$ cat src/rtl/glide_pkg.sv
package glide_pkg;
  typedef enum logic [2:0] {
    G_IDLE = 3'd0,
    G_LOAD = 3'd1,
    G_SLOW = 3'd2,
    G_WRN  = 3'd3,
    G_RAMP = 3'd4,
    G_POLL = 3'd5,
    G_EXIT = 3'd6,
    G_FIN  = 3'd7
  } glide_state_e;
endpackage

$ cat src/rtl/glide_poll_timer.sv
module glide_poll_timer #(
  parameter int IVL   = 125,
  parameter int POLLS = 500
) (
  input  logic clk,
  input  logic rst_n,
  input  logic run_i,
  output logic tick_o,
  output logic last_o
);
  localparam int IW = (IVL > 1) ? $clog2(IVL) : 1;
  localparam int PW = (POLLS > 1) ? $clog2(POLLS) : 1;
  localparam logic [IW-1:0] IVL_END  = IW'(IVL - 1);
  localparam logic [PW-1:0] POLL_END = PW'(POLLS - 1);

  logic [IW-1:0] ivl_q;
  logic [PW-1:0] poll_q;
  logic          at_end;

  assign at_end = (ivl_q == IVL_END);
  assign tick_o = run_i && at_end;
  assign last_o = (poll_q == POLL_END);

  // spacing counter between samples
  always_ff @(posedge clk or negedge rst_n) begin
    if (!rst_n)       ivl_q <= '0;
    else if (!run_i)  ivl_q <= '0;
    else if (at_end)  ivl_q <= '0;
    else              ivl_q <= ivl_q + 1'b1;
  end

  // number of samples already taken
  always_ff @(posedge clk or negedge rst_n) begin
    if (!rst_n)                      poll_q <= '0;
    else if (!run_i)                 poll_q <= '0;
    else if (tick_o && !last_o)      poll_q <= poll_q + 1'b1;
  end

  generate
    if (IVL > 1) begin : g_spacing_chk
      assert_tick_spacing_R5: assert property (@(posedge clk) disable iff (!rst_n)
        (tick_o && $past(run_i)) |-> !$past(tick_o));
    end
  endgenerate

  assert_poll_bound_R5: assert property (@(posedge clk) disable iff (!rst_n)
    run_i |-> (poll_q <= POLL_END));
endmodule

$ cat src/rtl/glide_step_regs.sv
module glide_step_regs #(
  parameter int              STEP_W = 8,
  parameter logic [STEP_W-1:0] A_VAL = 8'h2B,
  parameter logic [STEP_W-1:0] B_VAL = 8'h0B
) (
  input  logic              clk,
  input  logic              rst_n,
  input  logic              load_i,
  output logic [STEP_W-1:0] step_a_o,
  output logic [STEP_W-1:0] step_b_o
);
  always_ff @(posedge clk or negedge rst_n) begin
    if (!rst_n) begin
      step_a_o <= '0;
      step_b_o <= '0;
    end else if (load_i) begin
      step_a_o <= A_VAL;
      step_b_o <= B_VAL;
    end
  end

  assert_hold_R2: assert property (@(posedge clk) disable iff (!rst_n)
    !load_i |=> $stable(step_a_o) && $stable(step_b_o));
endmodule

$ cat src/rtl/glide_seq.sv
module glide_seq
  import glide_pkg::*;
#(
  parameter int N_W = 8
) (
  input  logic           clk,
  input  logic           rst_n,
  input  logic           start_i,
  input  logic [N_W-1:0] target_i,
  input  logic [N_W-1:0] cur_i,
  input  logic           tick_i,
  input  logic           last_i,
  input  logic           ramp_done_i,
  output glide_state_e   state_o,
  output logic [N_W-1:0] tgt_o,
  output logic           to_o
);
  glide_state_e state_q, state_d;
  logic [N_W-1:0] tgt_q;
  logic           to_q, to_d;
  logic           same_n;

  assign same_n = (target_i == cur_i);

  always_comb begin
    state_d = state_q;
    to_d    = to_q;
    unique case (state_q)
      G_IDLE: if (start_i) begin
        state_d = same_n ? G_FIN : G_LOAD;
        to_d    = 1'b0;
      end
      G_LOAD: state_d = G_SLOW;
      G_SLOW: state_d = G_WRN;
      G_WRN:  state_d = G_RAMP;
      G_RAMP: state_d = G_POLL;
      G_POLL: if (tick_i) begin
        if (ramp_done_i) state_d = G_EXIT;
        else if (last_i) begin
          state_d = G_EXIT;
          to_d    = 1'b1;
        end
      end
      G_EXIT: state_d = G_FIN;
      G_FIN:  state_d = G_IDLE;
      default: state_d = G_IDLE;
    endcase
  end

  always_ff @(posedge clk or negedge rst_n) begin
    if (!rst_n) begin
      state_q <= G_IDLE;
      to_q    <= 1'b0;
      tgt_q   <= '0;
    end else begin
      state_q <= state_d;
      to_q    <= to_d;
      if (state_q == G_IDLE && start_i) tgt_q <= target_i;
    end
  end

  assign state_o = state_q;
  assign tgt_o   = tgt_q;
  assign to_o    = to_q;

  assert_equal_fast_R1: assert property (@(posedge clk) disable iff (!rst_n)
    (state_q == G_IDLE && start_i && same_n) |=> (state_q == G_FIN) && !to_q);

  assert_busy_ignore_R9: assert property (@(posedge clk) disable iff (!rst_n)
    (state_q != G_IDLE && start_i) |=> $stable(tgt_q));
endmodule

$ cat src/rtl/ndiv_glide_ctrl.sv
module ndiv_glide_ctrl
  import glide_pkg::*;
#(
  parameter int N_W           = 8,
  parameter int STEP_W        = 8,
  parameter int STEP_A        = 'h2B,
  parameter int STEP_B        = 'h0B,
  parameter int MAX_POLLS     = 500,
  parameter int POLL_INTERVAL = 125
) (
  input  logic              clk,
  input  logic              rst_n,
  input  logic              start_i,
  input  logic [N_W-1:0]    target_n_i,
  input  logic [N_W-1:0]    cur_n_i,
  input  logic              ramp_done_i,
  output logic [STEP_W-1:0] step_a_o,
  output logic [STEP_W-1:0] step_b_o,
  output logic              slow_en_o,
  output logic              ramp_en_o,
  output logic              n_wr_o,
  output logic [N_W-1:0]    n_val_o,
  output logic              done_o,
  output logic              timeout_o,
  output logic              busy_o
);
  localparam logic [STEP_W-1:0] A_V = STEP_W'(STEP_A);
  localparam logic [STEP_W-1:0] B_V = STEP_W'(STEP_B);

  glide_state_e   state;
  logic [N_W-1:0] tgt;
  logic           to_flag, tick, last;

  glide_seq #(.N_W(N_W)) seq_i (
    .clk(clk), .rst_n(rst_n), .start_i(start_i),
    .target_i(target_n_i), .cur_i(cur_n_i),
    .tick_i(tick), .last_i(last), .ramp_done_i(ramp_done_i),
    .state_o(state), .tgt_o(tgt), .to_o(to_flag)
  );

  glide_poll_timer #(.IVL(POLL_INTERVAL), .POLLS(MAX_POLLS)) tmr_i (
    .clk(clk), .rst_n(rst_n), .run_i(state == G_POLL),
    .tick_o(tick), .last_o(last)
  );

  glide_step_regs #(.STEP_W(STEP_W), .A_VAL(A_V), .B_VAL(B_V)) steps_i (
    .clk(clk), .rst_n(rst_n), .load_i(state == G_LOAD),
    .step_a_o(step_a_o), .step_b_o(step_b_o)
  );

  assign slow_en_o = (state == G_SLOW) || (state == G_WRN) ||
                     (state == G_RAMP) || (state == G_POLL);
  assign ramp_en_o = (state == G_RAMP) || (state == G_POLL);
  assign n_wr_o    = (state == G_WRN);
  assign n_val_o   = n_wr_o ? tgt : '0;
  assign done_o    = (state == G_FIN);
  assign timeout_o = (state == G_FIN) && to_flag;
  assign busy_o    = (state != G_IDLE);

  assert_step_before_slow_R2: assert property (@(posedge clk) disable iff (!rst_n)
    slow_en_o |-> (step_a_o == A_V) && (step_b_o == B_V));

  assert_wr_in_slow_R3: assert property (@(posedge clk) disable iff (!rst_n)
    n_wr_o |-> slow_en_o && !ramp_en_o);

  assert_ramp_after_wr_R3: assert property (@(posedge clk) disable iff (!rst_n)
    $rose(ramp_en_o) |-> $past(n_wr_o));

  assert_wr_pulse_R4: assert property (@(posedge clk) disable iff (!rst_n)
    n_wr_o |=> !n_wr_o);

  assert_exit_together_R7: assert property (@(posedge clk) disable iff (!rst_n)
    $fell(slow_en_o) |-> $fell(ramp_en_o));

  assert_done_quiet_R7: assert property (@(posedge clk) disable iff (!rst_n)
    done_o |-> !slow_en_o && !ramp_en_o);

  assert_timeout_with_done_R8: assert property (@(posedge clk) disable iff (!rst_n)
    timeout_o |-> done_o);

  assert_done_pulse_R10: assert property (@(posedge clk) disable iff (!rst_n)
    done_o |=> !done_o);
endmodule

$ cat config.mk
export PLATFORM = sky130hd
export DESIGN_NAME = ndiv_glide_ctrl
export DESIGN_NICKNAME = d
export VERILOG_FILES = /design/src/rtl/glide_pkg.sv /design/src/rtl/glide_poll_timer.sv /design/src/rtl/glide_step_regs.sv /design/src/rtl/glide_seq.sv /design/src/rtl/ndiv_glide_ctrl.sv
export SDC_FILE = /design/constraint.sdc
export NUM_CORES = 1
export LEC_CHECK = 0
export CORE_UTILIZATION = 39
export DETAILED_ROUTE_END_ITERATION = 8
export GPL_TIMING_DRIVEN = 0
export HOLD_SLACK_MARGIN = 0.12
export PLACE_DENSITY = 0.66
export RECOVER_POWER = 100
export SLEW_MARGIN = 20
export SYNTH_ARGS = -nofsm -noshare
export SYNTH_HDL_FRONTEND = slang
export SYNTH_HIERARCHICAL = 1
export SYNTH_SLANG_ARGS = --single-unit
$ cat constraint.sdc
create_clock -name clk -period 2.2 [get_ports clk]
set_input_delay 0.66 -clock clk [delete_from_list [all_inputs] [get_ports clk]]
set_output_delay 0.66 -clock clk [all_outputs]
set_load 0.1 [all_outputs]
* Word level (Yosys, flattened, before mapping)
Cells that the tools add are included.
Operators by class: divide/modulo/power cells 0, $add $sub $neg 2, bitwise gates (word level) 0, equal/unequal tests 16, reductions and logical operators 14, multiply operators 0, mux-type cells 16, shift-type cells 0, magnitude comparators 0
Operator list (count):
- one-hot mux 3 bit (8 select lines) | 1
- two-way mux 9 bit | 2
- two-way mux 3 bit | 5
- two-way mux 7 bit | 2
- == test 3 bit (second input constant) | 4
- inequality test 2 bit (second input constant) | 5
- adder 9 x 1 -> 9 bit (second input constant) | 1
- == test 9 bit (second input constant) | 1
- == test 8 bit | 1
- two-way mux 8 bit | 1
- adder 7 x 1 -> 7 bit (second input constant) | 1
- == test 7 bit (second input constant) | 1
- == test 3 x 2 -> 1 bit (second input constant) | 2
- AND reduction 5 bit | 1
- logical AND 1 bit | 4
- logical OR 1 bit | 4
- two-way mux 1 bit | 4
- == test 3 x 1 -> 1 bit (second input constant) | 1
- logical NOT 3 bit | 1
- inequality test 3 bit (second input constant) | 1
- AND reduction 3 bit | 1
- nonzero test 3 bit | 1
- one-hot mux 1 bit (2 select lines) | 1
- nonzero test 2 bit | 1
- logical NOT 1 bit | 1
Storage, ports and cells: input bits 20, RAM bits 0, bits in latches 0, memory bits (read-only) 0, register bits 30, memories kept 0

* Depth between registers and ports, before layout
Gate-level depths: netlist of run 1.
depth in word-level cells 5, depth in mapped cells 9, gate-level depth less buffers 8

* Modules after synthesis
The synthesis of run 1 kept the hierarchy.
By module, submodules not included:
- glide_poll_timer | area an instance 834.6 µm², times used 1, seq. area each 400.4 µm², cells each 85
- glide_seq | area an instance 589.3 µm², times used 1, seq. area each 300.3 µm², cells each 49
- ndiv_glide_ctrl | area an instance 177.7 µm², times used 1, seq. area each 0.0 µm², cells each 20
- glide_step_regs | area an instance 147.6 µm², times used 1, seq. area each 25.0 µm², cells each 18

* Worst setup path before layout of run 1
OpenSTA, ideal clock, no wires.
path type reg-to-output, start point register seq_i.state_q[1], in the netlist seq_i/state_o[1], end point output slow_en_o, path slack -0.021 ns, arrival time 1.561 ns, cell stages (with the launch flop) 5, cell sequence dfrtp_1 > buf_6 > inv_1 > ha_1 > inv_1
Between the ends: word-level cells in the longest chain between the ends 4, elaborated cells on any way between the ends 7, classes of those cells eq/ne: 4; reduce/logical: 3
RTL lines:
- start, declared | line glide_seq.sv:18 | glide_state_e state_q, state_d;
- start signal, assigned | line glide_seq.sv:56 | state_q <= state_d;
- == test 3 x 2 -> 1 bit | line ndiv_glide_ctrl.sv:51 | assign slow_en_o = (state == G_SLOW) || (state == G_WRN) ||
- logical OR 1 bit (2 in a row) | line ndiv_glide_ctrl.sv:51
- logical OR 1 bit (*) | line ndiv_glide_ctrl.sv:52 | (state == G_RAMP) || (state == G_POLL);
- end, declared | line ndiv_glide_ctrl.sv:19 | output logic slow_en_o,
Every way passes the cells marked *; elsewhere a longest branch is shown, timed or not.

* Worst setup path after layout of run 1
start point register seq_i.state_q[2], in the netlist seq_i/state_o[2], end point output n_val_o[6]
Between the ends: word-level cells in the longest chain between the ends 2
RTL lines:
- == test 3 x 2 -> 1 bit | line ndiv_glide_ctrl.sv:54 | assign n_wr_o = (state == G_WRN);
- two-way mux 8 bit | line ndiv_glide_ctrl.sv:55 | assign n_val_o = n_wr_o ? tgt : '0;
- end, declared | line ndiv_glide_ctrl.sv:22 | output logic [N_W-1:0] n_val_o,
Every way passes these cells.

==> reports/summary.md, run 1 <==
The flow ran to the end, and the final reports show no timing, DRC or antenna violations. For this run, the detailed router's first-pass iteration total came to 4. For this block, the initial DRC count from the detailed router was 86. The number of warnings printed during yosys synthesis is 6.

The met3 track demand over resource in global routing is 0.0362, and the part of the total power dissipated in sequential elements is 0.286. In this run the power spent charging and discharging nets is 1.27 mW. After synthesis, the most frequently instantiated cells are 29 x dfrtp_1, 17 x buf_4, 12 x xnor2_1. After detailed routing, the total wire length is 3640 microns. The first global-routing pass estimated 6200 microns of wire.

The fmax was 472 MHz. In the final layout, the multi-input gates occupy 852 sq um. During placement, the flow inserted port buffers numbering 40. Across the VDD grid, the largest voltage drop is 545 uV. The met2 usage is 0.277. The worst flop-to-flop path endpoint is tmr_i/poll_q[7]. Following the worst setup path forward leads to its endpoint at n_val_o[6].

The number of hold violations in the final report is 0, and the clock sink total is 29. The worst clock skew on the final layout came out at 6.32 ps. The worst setup path is of the reg -> out kind. The tools report the worst-case headroom to the max-slew limit as 0.561.

The slew at the pin with the worst max-slew slack is 658 ps, and the number of nets in the finished design is 254. The tools report the total count of max-transition violations in the final report as 0. For the via count of the first global-routing pass, the log shows 1305.

The clock tree buffer depth is 2. The slowest cell on the critical path is dfrtp_2. The run gives 0.422 as the effective utilization at floorplan.

The tools report the post-synthesis sequential area ratio as 0.415. The detail route stage leaves a number of antenna-violating nets equal to 0. In this design, the stage delay of the slowest critical-path cell is 460 ps.

In the synthesized netlist the dominant register cell turns out to be dfrtp_1. Fill cells in the final layout number 396. Of all nets on the critical path, the largest fanout is 8.

met2 is the most crowded layer. The logs give 5 for the total clock buffers created by CTS and 0 for the total DRC errors in the routed layout. Worst endpoint data arrival time: 1460 ps.

TritonCTS built the clock tree. For this design the ratio of total power to cell area is 1140 nW/um^2. The startpoint type of the worst setup path was a flop.

Row generation in the floorplan step produced 23 rows. A synthesized cell averages 10.2 sq um. The top cell type's share of synthesized area works out to 0.415. The part of the total power dissipated in combinational logic is 0.535, and the total standard cell area after synthesis is 1750 sq um.

The critical path goes through and4b_1, clkbuf_2. The logs give 0 for the overflow left after global routing and 0 for the count of maximum capacitance violations. The repair_antennas step left the layout with diodes totalling 0. After clock tree synthesis, the clock-pin slew on the worst setup and hold paths is 70 ps.

Estimated wirelength of the detail-placed design: 2550 microns. The standard cell core area was 4140 sq um; the share of the cycle needed by the critical path after routing was 0.962. The area growth from synthesis to layout was 34.5%.

The critical path starts at seq_i/state_o[2]. Count of unique library cells instantiated by Yosys: 36. After synthesis, the cell types taking the most area are dfrtp_1 41%, buf_4 7.3%, xnor2_1 6.0%.

The cell-internal power is 1.41 mW. The biggest area contributor in the post-synthesis netlist is dfrtp_1. The tools report the setup slack of the most critical reg-to-reg path as 190 ps. The run gives 1380 as the routed via count. The proportion of total power due to net switching was 0.475.

The worst register-to-register path begins at tmr_i/poll_q[0]. The worst slack after detailed placement was -762 ps; the largest net degree at the start of global routing was 30. The run gives 0 as the initial antenna violation count. The met1 track demand over resource in global routing is 0.242, and the global-route usage over all layers is 0.179. By instance count, the leading cell after synthesis is dfrtp_1. The die is 69.0 microns wide. For the worst-skew pair, the clock arrives at the later sink with an insertion delay of 270 ps.

The worst hold path belongs to the class in -> async. From bottom edge to top edge, the die measures 69.0 microns. Number of placed I/O pins: 50. The worst setup path is captured at an output pin. For the clock network power share, the log shows 0.179. Setup violations remaining at the end of the flow were counted as 0. The synthesized design contains 29 register bits. Using the TritonRoute via totals, the vias-per-cell ratio works out to 4.91.

Clock root buffer: clkbuf_8. Counting every instance in the synthesized netlist gives 172. In the final timing run, aggregate negative setup slack is 0 ps. The die covers 4760 sq um. At the worst endpoint, the required time is 1540 ps.

The final weighted congestion in routability-driven placement was 0.730; the final worst slack was 82.6 ps. The number of levels the H-tree was split into is 2, and the minimum clock period after layout is 2120 ps. After detailed routing, the average wire length per cell comes to 13.0 microns. The fraction of final layout cells sized beyond drive strength 1 came out at 0.299. Setup repair after global routing left no endpoint under its margin. The async set-reset flop share out of synthesis was 1.00; the final hold slack was 417 ps.

Sequential cell area: 729 sq um. Yosys mapped a number of flops with a built-in enable equal to 0. For this design the static power due to leakage is 1.05 nW.

For the worst flop-to-flop path, the logic depth is 7.
[cell type report]
cell class / count / area share
clock inverters: 1 / 0.00213
plain buffers: 22 / 0.0691
clock buffers: 7 / 0.0410
repair buffers: 43 / 0.170
well taps: 50 / 0.0266
flip-flops and latches: 29 / 0.310
inverters: 11 / 0.0191
multi-input cells: 118 / 0.362
[sequential cells by signal, indices dropped and copies added (netlist names)]
signal	cells
tmr_i/ivl_q	7
tmr_i/poll_q	9
steps_i/step_b_o	1
seq_i/tgt_o	8
seq_i/state_o	3
seq_i/to_o	1
[power groups by stage]
stage,Combinational (mW),Sequential [mW],Clock (mW)
after global placement,1.35,0.793,0
after CTS,1.41,0.796,0.495
after global routing,1.52,0.786,0.524
after detailed placement,1.36,0.794,0
final,1.43,0.767,0.480
after floorplan,1.08,0.757,0
[cell usage in the layout, fill, tap and decap left out, types with 8 or more instances in the layout]
master / instances
clkdlybuf4s50_1: 17
mux2_2: 8
nor2_1: 11
xnor2_1: 12
dfrtp_1: 26
nand2_1: 11
conb_1: 9
clkbuf_4: 10
and4b_1: 8
inv_1: 10
buf_4: 16
[logic make-up after synthesis]
| logic type | count (synthesis) | share of synthesized area |
|---|---|---|
| compound gates | 18 | 0.0680 |
| mux | 9 | 0.0572 |
| flops | 29 | 0.415 |
| other cells | 1 | 0.00214 |
| xor+xnor | 17 | 0.0851 |
| fa+ha+maj | 4 | 0.0286 |
| simple gates | 61 | 0.227 |
| buf+inv | 33 | 0.117 |
[worst min-delay path by stage]
| stage | startpoint | slack, ps | endpoint |
|---|---|---|---|
| finish | rst_n | 420 | seq_i/tgt_o[4] |
| global route | rst_n | 480 | tmr_i/ivl_q[6] |
| CTS | rst_n | 440 | tmr_i/poll_q[6] |
| detailed placement | tmr_i/poll_q[8] | 470 | tmr_i/poll_q[8] |
| global placement | tmr_i/poll_q[8] | 460 | tmr_i/poll_q[8] |
| floorplan | rst_n | 360 | seq_i/state_o[0] |
[through the flow]
stage / util / cell area [sq um] / total power [mW] / instances
2_1_floorplan: - / 1780 / 1.84 / 180
5_1_grt: 0.568 / 2350 / 2.83 / 281
3_3_place_gp: 0.542 / 2250 / 2.14 / 270
3_5_place_dp: 0.541 / 2240 / 2.15 / 270
4_1_cts: 0.566 / 2340 / 2.70 / 279
6_report: 0.568 / 2350 / 2.68 / 281
[worst max-delay path, delay by kind of cell (launching register included)]
kind | cells | cell delay (ps)
buffers and inverters | 1 | 460
flip-flops | 1 | 460
AND/OR/NAND/NOR | 1 | 260
[per-layer routing]
metal / routed length [microns] / part of all wire
met1: 1780 / 0.49
met3: 166 / 0.046
met2: 1670 / 0.46
met4: 27 / 0.0074
met5: 0 / 0
[repair_timing]
| action | 4_1_cts | 5_1_grt |
|---|---|---|
| hold buffers | 0 | 0 |
| buffers inserted | 1 | 2 |
| gates resized for setup | 109 | 4 |
| setup endpoints to repair | 23 | 8 |
No activity file was read; power rests on OpenSTA's default activity.
==> run 2, diff against run 1 <==
--- a/config.mk
+++ b/config.mk
@@ -11,6 +11,7 @@
 export HOLD_SLACK_MARGIN = 0.12
 export PLACE_DENSITY = 0.66
 export RECOVER_POWER = 100
+export REMOVE_ABC_BUFFERS = 1
 export SLEW_MARGIN = 20
 export SYNTH_ARGS = -nofsm -noshare
 export SYNTH_HDL_FRONTEND = slang
==> constraint.sdc (replaced) <==
create_clock -name clk -period 2.6 [get_ports clk]
set_input_delay 0.78 -clock clk [delete_from_list [all_inputs] [get_ports clk]]
set_output_delay 0.78 -clock clk [all_outputs]
set_load 0.1 [all_outputs]
==> run 2 against run 1 <==
Clock skew shrank 0.59 ps; flip-flop and latch count stayed put; the flow now finishes with violations (max-capacitance violations, max-slew violations); register-to-register slack improved by 350 ps.
==> reports/summary.md, run 2 (synthesis results as in run 1) <==
The run finished, with violations left. The checks that failed: max-capacitance violations, max-slew violations. The power density relative to cell area was 976 nW/um^2 (-14%). The part of the total power dissipated in sequential elements was 0.345 (+0.059); the number of placed I/O pins was 50 (unchanged). The average detailed-routed wire length per instance was 14.0 microns (+7.9%); the critical path required time was 1820 ps (+280 ps). Via count of the first global-routing pass: 1339 (+2.6%). The signal on the critical path passes through inv_1, ha_1, inv_1, buf_2. The total iterations of the first detailed-routing run was 4 (unchanged); the hold-fix buffer count after cts was 0 (unchanged).

The global-route usage over all layers was 0.179 (-0.000631). For the largest net degree at the start of global routing, the log shows 30 (unchanged). The tools report the violation count after the first detailed-route iteration as 84 (-2.3%).

Worst-case headroom to the max-slew limit: -0.0663 (-0.628). CTS placed an instance of clkbuf_8 at the clock tree root. Leaving out fill and tap cells, the most frequent cell in the layout is dfrtp_1.

The routed length on met3 is 164 microns (-1.2%), and the latest clock arrival within the worst-skew pair is 280 ps (about the same). The switching power is 1.03 mW (-19%), and the final weighted congestion in routability-driven placement is 0.767 (+5.1%). The detailed router used layers up to and including met4. The worst endpoint data arrival time came out at 1690 ps (+230 ps).

The cell-internal power was 1.04 mW (-26%); the maximum fanout encountered on the critical timing path was 21 (+13). The setup path with the least slack is of type reg -> out. For the finished layout, the period the worst path requires is 2470 ps. The slew at the pin with the worst max-slew slack is 1600 ps (+942 ps), and the fmax is 405 MHz. The run gives 4760 sq um (unchanged) as the die footprint. Setup repair after global routing left no endpoint under its margin. The clock-pin slew reported for the worst setup and hold paths after clock tree synthesis came out at 60 ps (about the same).

The endpoint kind of the worst setup timing path was an output pin. The worst clock skew on the final layout was 5.73 ps (-0.589 ps). The routed metal-1 wirelength was 1540 microns (-14%); the first-pass GRT wire length was 6090 microns (-1.7%). The total DRC errors in the routed layout was 0 (unchanged).

The clock sink total was 29 (unchanged). The total clock buffers created by CTS was 5 (unchanged); the number of levels the H-tree was split into was 2 (unchanged). The run gives 0 (unchanged) as the number of setup violations in the final report. The count of input and output buffers is 40 (unchanged). The antenna diode count was 0 (unchanged).

The startpoint of the tightest hold check path was tmr_i/poll_q[7]. The logs give 0 (-1) for the number of buffers inserted to repair setup after CTS and 0 (unchanged) for the post-detailed-route count of antenna-violating nets. The run gives 564 uV (+3.5%) as the worst voltage drop across the vdd grid.

The fraction of final layout cells sized beyond drive strength 1 came out at 0.166 (-0.133). The routed wire length on met2 was 1790 microns (+7.6%). The clock tree buffer depth was 2 (unchanged). The worst register-to-register path begins at seq_i/state_o[1].

The count of placed standard cells in the final layout, fillers left out was 255 (-9.3%); the standard cell area after detailed placement was 2070 sq um (-7.5%). TritonCTS built the clock tree. The clock network power share was 0.179 (about the same). Part of the total power dissipated in combinational logic: 0.476 (-0.059). The effective utilization at floorplan is 0.422 (unchanged), and the static power due to leakage is 0.881 nW (-16%). The via density per instance came out at 5.27 (+7.3%).

The run gives 2490 microns (-2.3%) as the estimated wirelength of the detail-placed design. In this run the worst setup path begins at seq_i/state_o[1]. The tightest min-delay check is of the reg -> reg type. The logs give 0 (unchanged) for the number of hold violations in the final report and 248 (-8.1%) for the post-placement cell count.

STA classifies the critical path startpoint as a flop. The overflow left after global routing was 0 (unchanged). The initial antenna violation count was 0 (unchanged); the vertical die dimension was 69.0 microns (unchanged).

The tools report the number of placement rows as 23 (unchanged). The total count of max-transition violations in the final report came out at 30 (+30). Top register by number of flip-flops: tmr_i/poll_q. Die outline width: 69.0 microns (unchanged). By instance count, the cell type seen most on the critical path is inv_1. The top cell types in the final layout, fill and taps aside, are 26 x dfrtp_1, 17 x clkdlybuf4s50_1, 13 x clkdlybuf4s15_2.

Total power of the final layout: 2.08 mW (-22%). Delay of the slowest critical-path stage: 580 ps (+120 ps). The share of the cycle needed by the critical path after routing is 0.951. The slowest cell on the critical path is dfrtp_2.

The routed via count was 1344 (-2.6%); the count of maximum capacitance violations was 1 (+1). The final hold slack is 487 ps (+70.1 ps), and the proportion of total power due to net switching is 0.498 (+0.0226). The cell area after layout came out at 2130 sq um (-9.5%). The standard cell core area came out at 4140 sq um (unchanged). For the aggregate routed wire length, the log shows 3570 microns (-2.1%). The flip-flop count of the largest register after layout works out to 9 (unchanged). The area growth from synthesis to layout is 21.7%.

The number of nets in the finished design is 229 (-9.8%).
==> run 2: cell types whose count changed in the layout (fill, tap and decap cells not counted), moves of 2 or more <==
cell,before,now
buf_2,5,1
clkbuf_4,10,0
clkbuf_1,2,9
buf_4,16,0
clkdlybuf4s15_2,7,13
buf_6,4,0
clkbuf_2,2,0
==> run 2: worst max-delay path: cells and delay by family (launching register included) <==
family | cells | cell delay, ps
buffers and inverters | 3 | 540
adders and majority gates | 1 | 290
DFF | 1 | 580
==> run 2: power by group through the flow <==
stage	registers, mW	clock network [mW]	logic [mW]
2_1_floorplan	0.667	0	0.820
3_3_place_gp	0.710	0	1.01
3_5_place_dp	0.720	0	1.02
4_1_cts	0.717	0.386	0.998
5_1_grt	0.750	0.402	1.04
6_report	0.717	0.372	0.990
==> run 2: through the flow <==
step,util,setup TNS [ps],setup WS (ps)
floorplan,-,-20810,-2650
global placement,0.502,-4090,-450
detailed placement,0.500,-4550,-487
CTS,0.523,0,117
global route,0.514,0,26.8
finish,0.514,0,129
==> run 2: path summary, 6_finish.rpt <==
check / slack, ps / depth (start not counted) / to
min in group asynchronous: 890 / 1 / tmr_i/poll_q[8]
min reg2reg: 490 / 1 / tmr_i/poll_q[7]
max in group asynchronous: 660 / 1 / seq_i/state_o[1]
max: 130 / 4 / slow_en_o
max reg2reg: 540 / 4 / tmr_i/poll_q[8]
min: 490 / 1 / tmr_i/poll_q[7]
==> run 2: area by class of cell <==
cell class / count / area, sq um
clock buffers: 7 / 86.3
fillers: 388 / 2010
inverters: 11 / 41.3
multi-input cells: 118 / 848
flip-flops and latches: 29 / 729
well taps: 50 / 62.6
repair buffers: 40 / 362
==> run 2: routing by layer <==
| layer | GRT usage | vias to the layer above |
|---|---|---|
| li1 | - | 644 |
| met1 | 0.213 | 646 |
| met2 | 0.302 | 46 |
| met3 | 0.0411 | 8 |
| met4 | 0.0842 | 0 |
| met5 | 0 | - |
==> run 2: repair_timing <==
item | 4_1_cts | 5_1_grt
endpoints found under the hold margin | 0 | 0
gates resized for setup | 54 | 0
setup endpoints to repair | 21 | 0
